[config.mk]
export PLATFORM = sky130hd
export DESIGN_NAME = hs_byte_engine
export DESIGN_NICKNAME = d
export VERILOG_FILES = /design/src/rtl/hs_pkg.sv /design/src/rtl/hs_line_sampler.sv /design/src/rtl/hs_collect_buf.sv /design/src/rtl/hs_reply_buf.sv /design/src/rtl/hs_byte_engine.sv
export SDC_FILE = /design/constraint.sdc
export NUM_CORES = 1
export LEC_CHECK = 0
export ABC_AREA = 1
export CAP_MARGIN = 30
export CORE_ASPECT_RATIO = 0.75
export CORE_MARGIN = 2
export CORE_UTILIZATION = 60
export CTS_BUF_LIST = sky130_fd_sc_hd__clkbuf_8 sky130_fd_sc_hd__clkbuf_16
export CTS_CLUSTER_DIAMETER = 120
export DETAILED_ROUTE_END_ITERATION = 7
export DONT_BUFFER_PORTS = 1
export GPL_TIMING_DRIVEN = 1
export PLACE_DENSITY_LB_ADDON = 0.05
export REMOVE_ABC_BUFFERS = 1
export SYNTH_ARGS = -nofsm -noshare
export SYNTH_HDL_FRONTEND = slang
export SYNTH_SLANG_ARGS = --single-unit
[constraint.sdc]
create_clock -name clk -period 6.9 [get_ports clk]
set_clock_uncertainty 0.1 [all_clocks]
set_input_delay 1.38 -clock clk [delete_from_list [all_inputs] [get_ports clk]]
set_output_delay 1.38 -clock clk [all_outputs]
set_load 0.01 [all_outputs]
[src/rtl/hs_pkg.sv]
// Package: shared types for the three-wire byte handshake engine.
// Assumes: one handshake event at most per clock edge.
package hs_pkg;

    // What the sampled handshake lines ask for on this edge.
    typedef enum logic [2:0] {
        EV_NONE   = 3'd0,
        EV_APPEND = 3'd1,
        EV_LOAD   = 3'd2,
        EV_SYNC   = 3'd3,
        EV_END    = 3'd4
    } hs_event_e;

    // Choose the event from the current and previous line levels.
    function automatic hs_event_e classify(
        input logic act_n,
        input logic ack_n,
        input logic act_q,
        input logic ack_q,
        input logic h2c,
        input logic room,
        input logic avail
    );
        logic moved;
        moved = (act_n != act_q) || (ack_n != ack_q);
        if (!act_n) begin
            if (!moved)          return EV_NONE;
            if (h2c)             return room  ? EV_APPEND : EV_NONE;
            return avail ? EV_LOAD : EV_NONE;
        end
        if (act_q && (ack_n != ack_q)) return EV_SYNC;
        if (!act_q)                    return EV_END;
        return EV_NONE;
    endfunction

endpackage

[src/rtl/hs_line_sampler.sv]
// Module: hs_line_sampler
// Registers the previous level of both host handshake lines, so that
// the engine can detect changes. Assumes the inputs are already
// synchronous to clk. Reset value is idle (both high).
module hs_line_sampler (
    input  logic clk,
    input  logic rst_n,
    input  logic act_n_i,
    input  logic ack_n_i,
    output logic act_q_o,
    output logic ack_q_o
);

    // Keep the line levels seen at the last edge.
    always_ff @(posedge clk) begin
        if (!rst_n) begin
            act_q_o <= 1'b1;
            ack_q_o <= 1'b1;
        end else begin
            act_q_o <= act_n_i;
            ack_q_o <= ack_n_i;
        end
    end

endmodule

[src/rtl/hs_collect_buf.sv]
// Module: hs_collect_buf
// Gathers host-to-controller bytes up to DEPTH entries. Extra appends
// are refused by the caller (room_o low). On delivery the count goes
// back to zero and the stored bytes stay readable until overwritten.
// Assumes append and deliver never happen on the same edge.
module hs_collect_buf #(
    parameter int DW    = 8,
    parameter int DEPTH = 16,
    localparam int IW   = $clog2(DEPTH),
    localparam int CW   = $clog2(DEPTH + 1)
) (
    input  logic          clk,
    input  logic          rst_n,
    input  logic          append_i,
    input  logic [DW-1:0] data_i,
    input  logic          deliver_i,
    input  logic [IW-1:0] rd_idx_i,
    output logic [CW-1:0] cnt_o,
    output logic          room_o,
    output logic [DW-1:0] rd_data_o
);

    logic [DW-1:0] mem_q [DEPTH];
    logic [CW-1:0] cnt_q;

    // Store an appended byte at the next free index.
    always_ff @(posedge clk) begin
        if (append_i) mem_q[cnt_q[IW-1:0]] <= data_i;
    end

    // Advance the count on append, clear it on delivery.
    always_ff @(posedge clk) begin
        if (!rst_n)          cnt_q <= '0;
        else if (append_i)   cnt_q <= cnt_q + 1'b1;
        else if (deliver_i)  cnt_q <= '0;
    end

    assign cnt_o     = cnt_q;
    assign room_o    = (cnt_q < CW'(DEPTH));
    assign rd_data_o = mem_q[rd_idx_i];

    p_cnt_bound_r3: assert property (@(posedge clk) disable iff (!rst_n)
        cnt_q <= CW'(DEPTH));
    p_clear_after_deliver_r4: assert property (@(posedge clk) disable iff (!rst_n)
        (deliver_i && !append_i) |=> (cnt_q == '0));

endmodule

[src/rtl/hs_reply_buf.sv]
// Module: hs_reply_buf
// Holds the controller's reply bytes and hands them out in index order.
// A commit fixes the length (capped at DEPTH) and rewinds to index 0.
// Assumes advance_i is asserted only while avail_o is high.
module hs_reply_buf #(
    parameter int DW    = 8,
    parameter int DEPTH = 16,
    localparam int IW   = $clog2(DEPTH),
    localparam int CW   = $clog2(DEPTH + 1)
) (
    input  logic          clk,
    input  logic          rst_n,
    input  logic          wr_en_i,
    input  logic [IW-1:0] wr_idx_i,
    input  logic [DW-1:0] wr_data_i,
    input  logic          commit_i,
    input  logic [CW-1:0] len_i,
    input  logic          advance_i,
    output logic          avail_o,
    output logic          last_o,
    output logic [DW-1:0] byte_o
);

    logic [DW-1:0] mem_q [DEPTH];
    logic [CW-1:0] size_q;
    logic [CW-1:0] idx_q;

    // Write reply bytes from the controller side.
    always_ff @(posedge clk) begin
        if (wr_en_i) mem_q[wr_idx_i] <= wr_data_i;
    end

    // Track the committed length and the next byte to hand out.
    always_ff @(posedge clk) begin
        if (!rst_n) begin
            size_q <= '0;
            idx_q  <= '0;
        end else if (commit_i) begin
            size_q <= (len_i > CW'(DEPTH)) ? CW'(DEPTH) : len_i;
            idx_q  <= '0;
        end else if (advance_i) begin
            idx_q  <= idx_q + 1'b1;
        end
    end

    assign avail_o = (idx_q < size_q);
    assign last_o  = ((idx_q + 1'b1) == size_q);
    assign byte_o  = mem_q[idx_q[IW-1:0]];

    p_idx_bound_r6: assert property (@(posedge clk) disable iff (!rst_n)
        idx_q <= size_q);

endmodule

[src/rtl/hs_byte_engine.sv]
// Module: hs_byte_engine (top)
// Moves packet bytes between host and controller through one shift data
// register, paced by host line changes. Owns the shift register, the
// data-pending line and the shift flag. Assumes host lines are
// synchronous to clk; handshake lines are active low.
module hs_byte_engine
    import hs_pkg::*;
#(
    parameter int DW    = 8,
    parameter int DEPTH = 16,
    localparam int IW   = $clog2(DEPTH),
    localparam int CW   = $clog2(DEPTH + 1)
) (
    input  logic          clk,
    input  logic          rst_n,
    input  logic          xfer_act_n_i,
    input  logic          xfer_ack_n_i,
    input  logic          mode_h2c_i,
    input  logic          sdr_wr_en_i,
    input  logic [DW-1:0] sdr_wr_data_i,
    input  logic          flag_clr_i,
    input  logic          rsp_wr_en_i,
    input  logic [IW-1:0] rsp_wr_idx_i,
    input  logic [DW-1:0] rsp_wr_data_i,
    input  logic          rsp_commit_i,
    input  logic [CW-1:0] rsp_len_i,
    input  logic [IW-1:0] pkt_rd_idx_i,
    output logic [DW-1:0] sdr_o,
    output logic          data_pend_n_o,
    output logic          shift_flag_o,
    output logic          pkt_valid_o,
    output logic [CW-1:0] pkt_len_o,
    output logic [DW-1:0] pkt_rd_data_o
);

    logic          act_q, ack_q;
    logic          room, avail, last;
    logic [CW-1:0] col_cnt;
    logic [DW-1:0] rsp_byte;
    hs_event_e     ev;
    logic          deliver;
    logic          flag_set;
    logic [DW-1:0] sdr_q;
    logic          pend_n_q;
    logic          flag_q;
    logic          pkt_valid_q;
    logic [CW-1:0] pkt_len_q;

    hs_line_sampler u_sampler (
        .clk     (clk),
        .rst_n   (rst_n),
        .act_n_i (xfer_act_n_i),
        .ack_n_i (xfer_ack_n_i),
        .act_q_o (act_q),
        .ack_q_o (ack_q)
    );

    // Classify this edge and derive the strobes for the buffers.
    always_comb begin
        ev       = classify(xfer_act_n_i, xfer_ack_n_i, act_q, ack_q,
                            mode_h2c_i, room, avail);
        deliver  = (ev == EV_END) && (col_cnt != '0);
        flag_set = (ev != EV_NONE) || rsp_commit_i;
    end

    hs_collect_buf #(.DW(DW), .DEPTH(DEPTH)) u_collect (
        .clk       (clk),
        .rst_n     (rst_n),
        .append_i  (ev == EV_APPEND),
        .data_i    (sdr_q),
        .deliver_i (deliver),
        .rd_idx_i  (pkt_rd_idx_i),
        .cnt_o     (col_cnt),
        .room_o    (room),
        .rd_data_o (pkt_rd_data_o)
    );

    hs_reply_buf #(.DW(DW), .DEPTH(DEPTH)) u_reply (
        .clk       (clk),
        .rst_n     (rst_n),
        .wr_en_i   (rsp_wr_en_i),
        .wr_idx_i  (rsp_wr_idx_i),
        .wr_data_i (rsp_wr_data_i),
        .commit_i  (rsp_commit_i),
        .len_i     (rsp_len_i),
        .advance_i (ev == EV_LOAD),
        .avail_o   (avail),
        .last_o    (last),
        .byte_o    (rsp_byte)
    );

    // Shift data register: reply load wins over a host write.
    always_ff @(posedge clk) begin
        if (!rst_n)                sdr_q <= '0;
        else if (ev == EV_LOAD)    sdr_q <= rsp_byte;
        else if (sdr_wr_en_i)      sdr_q <= sdr_wr_data_i;
    end

    // Data-pending line: release on last byte, follow ack on resync,
    // pull low while idle with reply bytes left.
    always_ff @(posedge clk) begin
        if (!rst_n)                              pend_n_q <= 1'b1;
        else if (ev == EV_LOAD && last)          pend_n_q <= 1'b1;
        else if (ev == EV_SYNC)                  pend_n_q <= xfer_ack_n_i;
        else if (xfer_act_n_i && avail)          pend_n_q <= 1'b0;
    end

    // Shift flag: set has priority over clear.
    always_ff @(posedge clk) begin
        if (!rst_n)          flag_q <= 1'b0;
        else if (flag_set)   flag_q <= 1'b1;
        else if (flag_clr_i) flag_q <= 1'b0;
    end

    // Packet delivery pulse and its length.
    always_ff @(posedge clk) begin
        if (!rst_n) begin
            pkt_valid_q <= 1'b0;
            pkt_len_q   <= '0;
        end else begin
            pkt_valid_q <= deliver;
            if (deliver) pkt_len_q <= col_cnt;
        end
    end

    assign sdr_o         = sdr_q;
    assign data_pend_n_o = pend_n_q;
    assign shift_flag_o  = flag_q;
    assign pkt_valid_o   = pkt_valid_q;
    assign pkt_len_o     = pkt_len_q;

    p_last_release_r7: assert property (@(posedge clk) disable iff (!rst_n)
        (ev == EV_LOAD && last) |=> data_pend_n_o);
    p_end_flag_r4: assert property (@(posedge clk) disable iff (!rst_n)
        (xfer_act_n_i && !act_q) |=> shift_flag_o);
    p_sync_follow_r9: assert property (@(posedge clk) disable iff (!rst_n)
        (xfer_act_n_i && act_q && (xfer_ack_n_i != ack_q))
            |=> (data_pend_n_o == $past(xfer_ack_n_i)));
    p_pending_low_r8: assert property (@(posedge clk) disable iff (!rst_n)
        (xfer_act_n_i && (xfer_ack_n_i == ack_q) && avail) |=> !data_pend_n_o);
    p_pkt_pulse_r4: assert property (@(posedge clk) disable iff (!rst_n)
        pkt_valid_o |=> !pkt_valid_o);
    p_stable_hold_r11: assert property (@(posedge clk) disable iff (!rst_n)
        (!xfer_act_n_i && act_q == xfer_act_n_i && ack_q == xfer_ack_n_i
         && !sdr_wr_en_i) |=> $stable(sdr_o));

endmodule

==> flow_metrics.tcl, run 1 <==
set metrics [dict create \
    die_y_um 129 \
    dr.pass1.iters 5 \
    status "completed" \
    initialDrtViolationCount 925 \
    placed_cell_area_um2 12800 \
    ir_worst_vdd_v 0.000207 \
    holdBufCountCts 0 \
    hp-class "reg2reg" \
    clk_latency_ps 540 \
    synth-main-ff-cell "edfxtp_1" \
    leakagePower_nw 5.45 \
    routedWlPerCell_um 19.1 \
    grt_max_degree 97 \
    min_from "u_reply.size_q[0]" \
    hold_viol 0 \
    post_cts_buffers 0 \
    synth.area.top_cells "edfxtp_1, nand2_1, dfxtp_1" \
    p_total_mw 3.57 \
    drtAntennaViolNets 0 \
    drive_above_1_share_pct 6.98 \
    p_switching_mw 0.749 \
    core_area_um2 20400 \
    drc_errors 0 \
    boundaryPins 62 \
    fin_nets 1188 \
    async_reset_ff_share_pct 0 \
    ys_warn_count 0 \
    netlist_instances 1140 \
    holdPathStages 1 \
    fin_util_pct 66.8 \
    cts_root_buf "clkbuf_16" \
    wirelength_um 27600 \
    r2r_cells 7 \
    rows 45 \
    dieArea_um2 22200 \
    criticalPathCategory "in2out" \
    place.gp.congestion 0.861 \
    grtUsageTotal_pct 25.7 \
    antenna_found_initial 0 \
    powerDensity_nw_per_um2 262 \
    fmax_mhz 243 \
    synth_top_area_cell "edfxtp_1" \
    clk_path_buf_depth 3 \
    reg2reg_slack_ps 4300 \
    combPwrFrac_pct 4.5 \
    required_ps 5420 \
    grt_overflow 0 \
    fin_crit_sh_pct 59.6 \
    fin_crit_ps 4120 \
    netlist_area_um2 12600 \
    n_antenna_cell 0 \
    io_buffers 0 \
    cp.arrival_ps 2640 \
    synth_seq_cells 293 \
    die_w_um 171 \
    syn_avg_cell_area_um2 11.1 \
    yosysUniqueCellTypes 39 \
    whs_ps 392 \
    setup.worst_path.end_class "output pin" \
    area_delta_synth_final_pct 8.36 \
    p_clk_share_pct 40.1 \
    cts.sinks 293 \
    cts_max_level 1 \
    grt_pass1_vias 7376 \
    setup_violations 0 \
    rsz0062_at_grt "false" \
    vias_per_cell 5.50 \
    r2r-start "u_sampler.act_q_o" \
    drv_cap 0 \
    cts_buffers 28 \
    final_area_um2 13700 \
    layout_commonest_cell "edfxtp_1" \
    startpoint_type "primary input" \
    worst_pin_slew_ps 954 \
    cts_tree "yes" \
    synth_top_area_share_pct 61.0 \
    hpwl_um 17900 \
    p_int_mw 2.82 \
    min_to "u_reply.size_q[0]" \
    path_clk_slew_ps 60 \
    grt_pass1_wl_um 42400 \
    slew-limit-headroom_pct 36.3 \
    vias 7943 \
    slew_viol_final 0 \
    start_util_pct 61.6 \
    crit_path_start "pkt_rd_idx_i[1]" \
    cts_resized 0 \
    swShare_pct 21.0 \
    crit_path_max_fanout 33 \
    ys_seq_area_share_pct 66.9 \
    seq_power_share_pct 55.4 \
    setup_tns_ps 0 \
    synth_edf_count 256 \
    worst_r2r_endpoint "u_collect.mem_q[13][6]" \
    layout_common_cells "edfxtp_1, nand2_1, inv_1" \
]
-- worst max-delay path, stage by stage --
cell      delay [ps]
inv_1            670
o21ai_0          230
o211ai_1         200
nand2_1          130
-- flip-flops by register name, summed over array words and instances, names as in the netlist, named ones only --
signal / flops
u_collect.mem_q: 128
u_reply.mem_q: 128
sdr_o: 8
pkt_len_o: 5
u_collect.cnt_o: 5
u_reply.idx_q: 5
u_reply.size_q: 5
data_pend_n_o: 1
pkt_valid_o: 1
shift_flag_o: 1
u_sampler.ack_q_o: 1
u_sampler.act_q_o: 1
-- worst max-delay path by stage --
stage | slack, ps | to | depth (start not counted)
6_report | 2780 | pkt_rd_data_o[2] | 4
5_1_grt | 2680 | pkt_rd_data_o[5] | 4
4_1_cts | 2790 | pkt_rd_data_o[2] | 4
3_5_place_dp | 2790 | pkt_rd_data_o[2] | 4
3_3_place_gp | 2870 | pkt_rd_data_o[5] | 4
2_1_floorplan | 3150 | pkt_rd_data_o[3] | 4
-- cells in the mapped netlist (2+ instances only) --
master / n
edfxtp_1: 256
a211oi_1: 2
o21ai_0: 44
nand2_1: 229
buf_1: 3
clkbuf_1: 14
inv_2: 7
nand3_1: 145
nor2_1: 32
mux2i_1: 32
nor2_2: 2
buf_6: 6
buf_4: 9
dfxtp_1: 37
inv_1: 170
o21ai_1: 7
xor2_1: 6
ha_1: 11
a21oi_1: 49
o211ai_1: 32
nor3_1: 12
buf_2: 18
-- routing by layer --
| metal | GRT usage [%] | routed length (µm) | vias up |
|---|---|---|---|
| met5 | 0 | 0 | - |
| met1 | 43.6 | 13700 | 3746 |
| met3 | 5.77 | 2740 | 24 |
| met4 | 4.64 | 285 | 0 |
| li1 | - | - | 3871 |
| met2 | 33.9 | 10800 | 302 |
-- kinds of logic after synthesis --
| group | synth area share [%] |
|---|---|
| adder cells (fa/ha/maj) | 1.09 |
| buffers and inverters | 7.95 |
| flip-flops | 66.9 |
| multiplexers | 2.54 |
| XOR/XNOR | 0.487 |
| AND/OR/NAND/NOR | 14.7 |
| AO/OA/AOI/OAI | 6.37 |
-- power by group through the flow --
stage                     logic [mW]  registers [mW]  clock network (mW)
final                          0.161            1.98                1.43
after global routing           0.182            1.98                1.51
after CTS                      0.161            1.98                1.45
after detailed placement       0.161            2.02                   0
after global placement         0.159            2.02                   0
after floorplan                0.103            2.02                   0
-- final cells by class --
class                           instances  area, µm²
Tap cell                              282        353
Timing Repair Buffer                   21        153
Clock buffer                           34        795
Inverter                              179        677
Clock inverter                         18       76.3
Fill cell                            1546       6790
Multi-Input combinational cell        616       3170
Sequential cell                       293       8430
-- through the flow --
step	setup WS, ps	instances
floorplan	3150	1088
global placement	2870	1388
detailed placement	2790	1391
CTS	2790	1443
global route	2680	1443
finish	2780	1443
Note: power is estimated with default switching activity, not from simulation.
==> run 2: changes to the inputs <==
Settings changed: CORE_UTILIZATION 60 to 57.
Clock period 6.9 ns to 3.7 ns, I/O delays scaled along.
==> run 2 against run 1 <==
  * Setup slack worse by 1900 ps
  * Critical path type unchanged
  * Sequential power grew 86%
  * Die area increased by 5.1%
  * Design area rose by 0.30%
  * Critical path depth is the same
  * Critical endpoint is now pkt_rd_data_o[3]
  * Flip-flop and latch count unchanged
  * First-iteration DRC count grew 9.6%
  * Utilization decreased by 4.2 points
  * Final cell count increased by 0.83%
  * Power grew 88%
==> flow_metrics.tcl, run 2 (same netlist as run 1, synthesis figures left out) <==
set metrics [dict create \
    status "completed" \
    drc_errors 0 \
    placed_cell_area_um2 12800 \
    cp.arrival_ps 2020 \
    cts_max_level 1 \
    slowest_delay_ps 640 \
    grt_max_degree 97 \
    grt_overflow 0 \
    vias 7903 \
    dieArea_um2 23300 \
    layout_commonest_cell "edfxtp_1" \
    drive_above_1_share_pct 6.98 \
    r2r-start "u_sampler.act_q_o" \
    worst_r2r_endpoint "u_collect.mem_q[9][7]" \
    hold_viol 0 \
    dr.pass1.iters 6 \
    fin_crit_ps 2860 \
    powerDensity_nw_per_um2 490 \
    n_antenna_cell 0 \
    setup.worst_path.end_class "output pin" \
    reg2reg_slack_ps 1140 \
    fin_nets 1190 \
    startpoint_type "primary input" \
    setup_violations 0 \
    setup_tns_ps 0 \
    rows 47 \
    drv_cap 0 \
    slew-limit-headroom_pct 40.3 \
    clk_latency_ps 540 \
    criticalPathCategory "in2out" \
    die_y_um 133 \
    crit_path_start "pkt_rd_idx_i[1]" \
    cts.sinks 293 \
    required_ps 2860 \
    grtUsageTotal_pct 24.7 \
    fin_crit_sh_pct 77.4 \
    die_w_um 176 \
    fin_ws_ps 837 \
    antenna_found_initial 0 \
    wirelength_um 27900 \
    multi_input_area_um2 3170 \
    io_buffers 0 \
    boundaryPins 62 \
    initialDrtViolationCount 1014 \
    drtAntennaViolNets 0 \
    post_cts_buffers 0 \
    grt_pass1_wl_um 43600 \
    dp_slack_ps 778 \
    area_delta_synth_final_pct 8.69 \
    path_clk_slew_ps 60 \
    grt_pass1_vias 7455 \
    core_area_um2 21900 \
    fmax_mhz 349 \
    p_total_mw 6.71 \
    final_area_um2 13700 \
    crit_cells 4 \
    slew_viol_final 0 \
    clk_path_buf_depth 3 \
    crit_chain "inv_1 > o21ai_0 > o211ai_1 > nand2_1" \
    cts_tree "yes" \
    slowest_stage "inv_1" \
    start_util_pct 57.6 \
    whs_ps 172 \
    min_from "rst_n" \
    ir_worst_vdd_v 0.000369 \
    dpl.cell_count 1405 \
    cts_resized 0 \
    instances_no_fill 1455 \
    holdBufCountCts 0 \
    vias_per_cell 5.43 \
    cp_num_buf_inv 1 \
    leakagePower_nw 5.47 \
    cts_root_buf "clkbuf_16" \
    worst_pin_slew_ps 895 \
    hpwl_um 18100 \
    ff_latch_area_um2 8430 \
    crit_path_max_fanout 33 \
    hp-class "in2reg" \
    r2r_cells 7 \
    crit_family "buffers and inverters" \
    routedWlPerCell_um 19.2 \
    fin_util_pct 62.6 \
    n_fill_cell 1789 \
    layout_common_cells "edfxtp_1, nand2_1, inv_1" \
    endpoint "pkt_rd_data_o[3]" \
    cts_buffers 28 \
    place.gp.congestion 0.879 \
    rsz0062_at_grt "false" \
]
[run 2: metal layers]
metal	track usage, %	share of wire [%]	vias to the layer above	wire, µm
li1	-	-	3870	-
met1	42.4	50	3710	13900
met2	32.5	39	291	10900
met3	4.80	9.5	32	2650
met4	4.50	1.4	0	387
met5	0	0	-	0
[run 2: worst min-delay path by stage]
| stage | endpoint | slack [ps] | depth (start not counted) |
|---|---|---|---|
| floorplan | pkt_len_o[4] | 340 | 2 |
| global route | u_sampler.act_q_o | 160 | 1 |
| CTS | u_sampler.act_q_o | 150 | 1 |
| finish | u_sampler.act_q_o | 170 | 1 |
| detailed placement | pkt_len_o[4] | 350 | 2 |
| global placement | pkt_len_o[4] | 360 | 2 |
[run 2: area by class of cell]
cell class / count / area share, %
timing repair buffer: 23 / 1.26
clock inverter: 20 / 1.01
inverter: 179 / 4.94
tap: 294 / 2.69
multi-input combinational: 616 / 23.1
sequential: 293 / 61.6
clock buffer: 30 / 5.40
[run 2: power by group]
group | internal, mW | total [mW] | switching (mW)
sequential | 3.65 | 3.68 | 0.0256
combinational | 0.0991 | 0.321 | 0.222
clock | 1.57 | 2.71 | 1.15
total | 5.32 | 6.71 | 1.39
[run 2: worst register-to-register path, stage by stage (launching register included)]
cell	delay, ps
dfxtp_1	320
inv_1	40
ha_1	270
nand3_2	80
nand4_1	120
nor2_2	350
nand2_1	260
nor2_1	610
